`config.mk`:
```
export PLATFORM = sky130hd
export DESIGN_NAME = pulse_timer
export DESIGN_NICKNAME = d
export VERILOG_FILES = /design/src/rtl/pulse_timer.sv
export SDC_FILE = /design/constraint.sdc
export NUM_CORES = 1
export LEC_CHECK = 0
export BUFFER_PORTS_ARGS = -buffer_cell sky130_fd_sc_hd__buf_2
export CAP_MARGIN = 20
export CORE_AREA = 5 5 67 81
export CTS_BUF_LIST = sky130_fd_sc_hd__clkbuf_4 sky130_fd_sc_hd__clkbuf_8
export CTS_CLUSTER_SIZE = 14
export DETAILED_ROUTE_END_ITERATION = 7
export DIE_AREA = 0 0 72 86
export MAX_ROUTING_LAYER = met4
export PLACE_DENSITY = 0.78
export SYNTH_ARGS = -nofsm -noshare
export SYNTH_HDL_FRONTEND = slang
export SYNTH_SLANG_ARGS = --single-unit
```
`constraint.sdc`:
```
create_clock -name clk -period 1.86 [get_ports clk]
set_input_delay 0.372 -clock clk [delete_from_list [all_inputs] [get_ports clk]]
set_output_delay 0.372 -clock clk [all_outputs]
set_load 0.01 [all_outputs]
```
`src/rtl/pulse_timer.sv`:
```
module pulse_timer #(
  parameter int W = 24
) (
  input  logic         clk,
  input  logic         rst_n,
  input  logic         run,
  input  logic         tick,
  input  logic [W-1:0] duty_cmp,
  input  logic [W-1:0] period_cmp,
  input  logic         lvl_init,
  input  logic         lvl_wr,
  input  logic         ien_duty,
  input  logic         ien_period,
  input  logic         clr_duty,
  input  logic         clr_period,
  output logic [W-1:0] count,
  output logic         wave,
  output logic         flag_duty,
  output logic         flag_period,
  output logic         irq_n
);

  logic step, hit_a, hit_b;

  assign step  = run & tick;
  assign hit_b = step & (count == period_cmp);
  assign hit_a = step & (count == duty_cmp) & ~hit_b;

  always_ff @(posedge clk or negedge rst_n) begin
    if (!rst_n)     count <= '0;
    else if (hit_b) count <= '0;
    else if (step)  count <= count + 1'b1;
  end

  always_ff @(posedge clk or negedge rst_n) begin
    if (!rst_n)               wave <= 1'b0;
    else if (hit_a | hit_b)   wave <= ~wave;
    else if (!run && lvl_wr)  wave <= lvl_init;
  end

  always_ff @(posedge clk or negedge rst_n) begin
    if (!rst_n) begin
      flag_duty   <= 1'b0;
      flag_period <= 1'b0;
    end else begin
      flag_duty   <= hit_a | (flag_duty & ~clr_duty);
      flag_period <= hit_b | (flag_period & ~clr_period);
    end
  end

  assign irq_n = ~((flag_duty & ien_duty) | (flag_period & ien_period));

endmodule

```
==> run summary <==
Worst-skew pair later-pin latency = 0.28 ns
Initial antenna violation count = 0
Avg Inst Size Synth = 9.189 µm²
Die Y = 86 µm
Crit-path max cell delay = 0.42 ns
Core Util, Final = 0.5909
Total Power = 1.716 mW
Hold Crit Class = primary input to async pin
Setup Crit Path Kind = flop to flop
Fillers = 414
Die Area = 6192 µm²
Antenna Nets Post-Route = 0
Period minus WS final = 1.889 ns
Htree depth = 1
All-layer global routing usage = 0.1942
WL/cell = 15.31 µm
Setup violations, final = 4
Setup WS pre-CTS = -0.09250 ns
Largest net degree at the start of global routing = 28
First-pass GRT wire length = 9.059 mm
Vias per cell = 4.960
CTS clock-pin slew for the worst setup and hold paths = 0.10 ns
Vias in the first global route = 1973
Critical Path RT = 2.03 ns
Syn. warnings = 0
Gpl congestion = 0.9970
Leakage = 1.369 nW
Worst IR Drop VDD = 0.2434 mV
Layout cells sized above 1 = 0.4349
Critical path endpoint category = flop
Setup TNS = -0.04769 ns
Final Hold Fails = 0
Crit path DAT = 2.06 ns
DPL Wire Length = 4.691 mm
Nets = 375
Synth Net Count = 268
Seq pwr share = 0.406
Core area = 4527 µm²
Largest area contributor in the netlist = dfrtp_1
CP Cell Sequence = xor2_1, nor4_2, nand4_1, nor4_1, buf_4, a41oi_2, mux2i_1
N_diodes = 0
IO Count = 86
Top delay family on crit path = simple AND/OR/NAND/NOR gates
Inserted Clock Buffers = 3
Switch Pwr = 582.4 µW
Fin crit share = 1.016
Clk root buf = clkbuf_8
Maxcap violations = 0
Initial Util = 0.4243
Critical path peak fanout = 2
Cts hold-fix bufs = 0
CTS tree = done
Synthesized instance count = 209
Placed cell count = 367
Port bufs = 85
Die extent in x = 72 µm
Post-synth cell types = 31
Seq/Total Area, Yosys = 0.3518
WP buf/inv = 1
CP Launch Type = flop
Worst R2R Path Depth = 7
Finished Layout Cells = 373
Yosys reg bits = 27
Max Slew Vio Count = 0
P_int = 1.133 mW
Comb power frac = 0.392
RSZ-0062 raised after global routing = true
Failing checks = setup timing
Skew final = 0.005057 ns
Pre-antenna DRT Iters = 4
Final worst slack = -0.02949 ns
Slew @ Worst Pin = 0.6082 ns
Switching Share = 0.3394
DR DRC count = 0
Final Cell Area = 2675 µm²
Netlist Area Pre-Place = 1921 µm²
Outcome = finished with violations
Slew margin rel. = 0.5945
CTS Sinks = 27
Power per cell area = 641.4 nW/µm²
CP max stage cell = nor4_2
Routed WL = 5.710 mm
DP Area = 2544 µm²
Max clock buf depth = 2
Area delta synth->final = 39.28%
Total gr overflow = 0
Fin Hold WS = 0.09046 ns
Top cells by area, synth = dfrtp_1 (35%), xnor2_1 (17%), xor2_1 (15%)
Max Clk Rate = 0.5292 GHz
Vias after detailed routing = 1850
Synth top area share = 0.3518
Most frequent cells in the layout = buf_2 (85), xnor2_1 (37), xor2_1 (32)
Initial DRC Count = 65
Most common cell after layout, fill and taps aside = buf_2
Rows = 27
Critical path depth = 7
Clock share of power = 0.202
state kept, by name, indices dropped and copies added, names as in the netlist:
signal	flops
wave	1
count	24
flag_period	1
flag_duty	1
per-layer routing:
| layer | part of all wire | routed length, µm | GRT usage |
|---|---|---|---|
| met5 | 0 | 0 | - |
| met4 | 0.038 | 217 | 0.09744 |
| met3 | 0.054 | 311 | 0.02931 |
| met2 | 0.51 | 2911 | 0.3236 |
| met1 | 0.40 | 2270 | 0.2250 |
power groups by stage:
stage          Combinational [mW]  Sequential, mW  Clock (mW)
2_1_floorplan               0.280           0.738           0
3_3_place_gp                0.571           0.705           0
3_5_place_dp                0.583           0.707           0
4_1_cts                     0.615           0.697       0.348
5_1_grt                     0.734           0.705       0.373
6_report                    0.673           0.696       0.346
final cells by class:
class                      count  area, µm²  area share
multi-input combinational    162       1187      0.4439
sequential                    27      675.6      0.2526
timing repair buffer         115      666.9      0.2493
tap                           58      72.57     0.02713
clock buffer                   3      41.29     0.01543
inverter                       7      26.28    0.009822
clock inverter                 1      5.005    0.001871
synthesized netlist by cell type, drive strengths merged:
cell    count
nor2       32
o31ai       1
dfrtp      27
mux2i       2
ha          1
nand3       6
a22oi       1
nand2b      1
nor2b       1
and3        5
nor4        8
or2         1
nand2      12
a41oi       1
nor3b       1
nor3        1
a21o        2
inv         7
and2        2
xor2       33
o22ai       1
and4        1
clkbuf      5
buf         8
xnor2      37
nand4      12
repair_timing:
action                                  CTS  global route
pin swaps                                 2            11
endpoints found under the setup margin   27            27
setup buffers                             0             2
gates resized for setup                   7             9
worst paths after layout:
check,end,startpoint,slack [ns]
worst min register to register,wave$_DFFE_PN0P_,wave$_DFFE_PN0P_,0.49
worst max-delay path,wave$_DFFE_PN0P_,count[10]$_DFFE_PN0P_,-0.03
max in group asynchronous,count[3]$_DFFE_PN0P_,rst_n,1.37
worst max register to register,wave$_DFFE_PN0P_,count[10]$_DFFE_PN0P_,-0.03
worst min-delay path,count[7]$_DFFE_PN0P_,rst_n,0.09
min in group clk,flag_duty$_DFF_PN0_,clr_duty,0.29
cell families after synthesis:
kind of cell               count (synthesis)  share of synthesized area
DFF                                       27                     0.3518
xor gates and xnor gates                  70                     0.3192
AOI/OAI and AO/OA                          6                    0.02802
and+or+nand+nor                           83                     0.2195
muxes                                      2                    0.01042
adders and majority gates                  1                   0.006514
buffers and inverters                     20                    0.06449
Power figures use the tool's default switching activity.
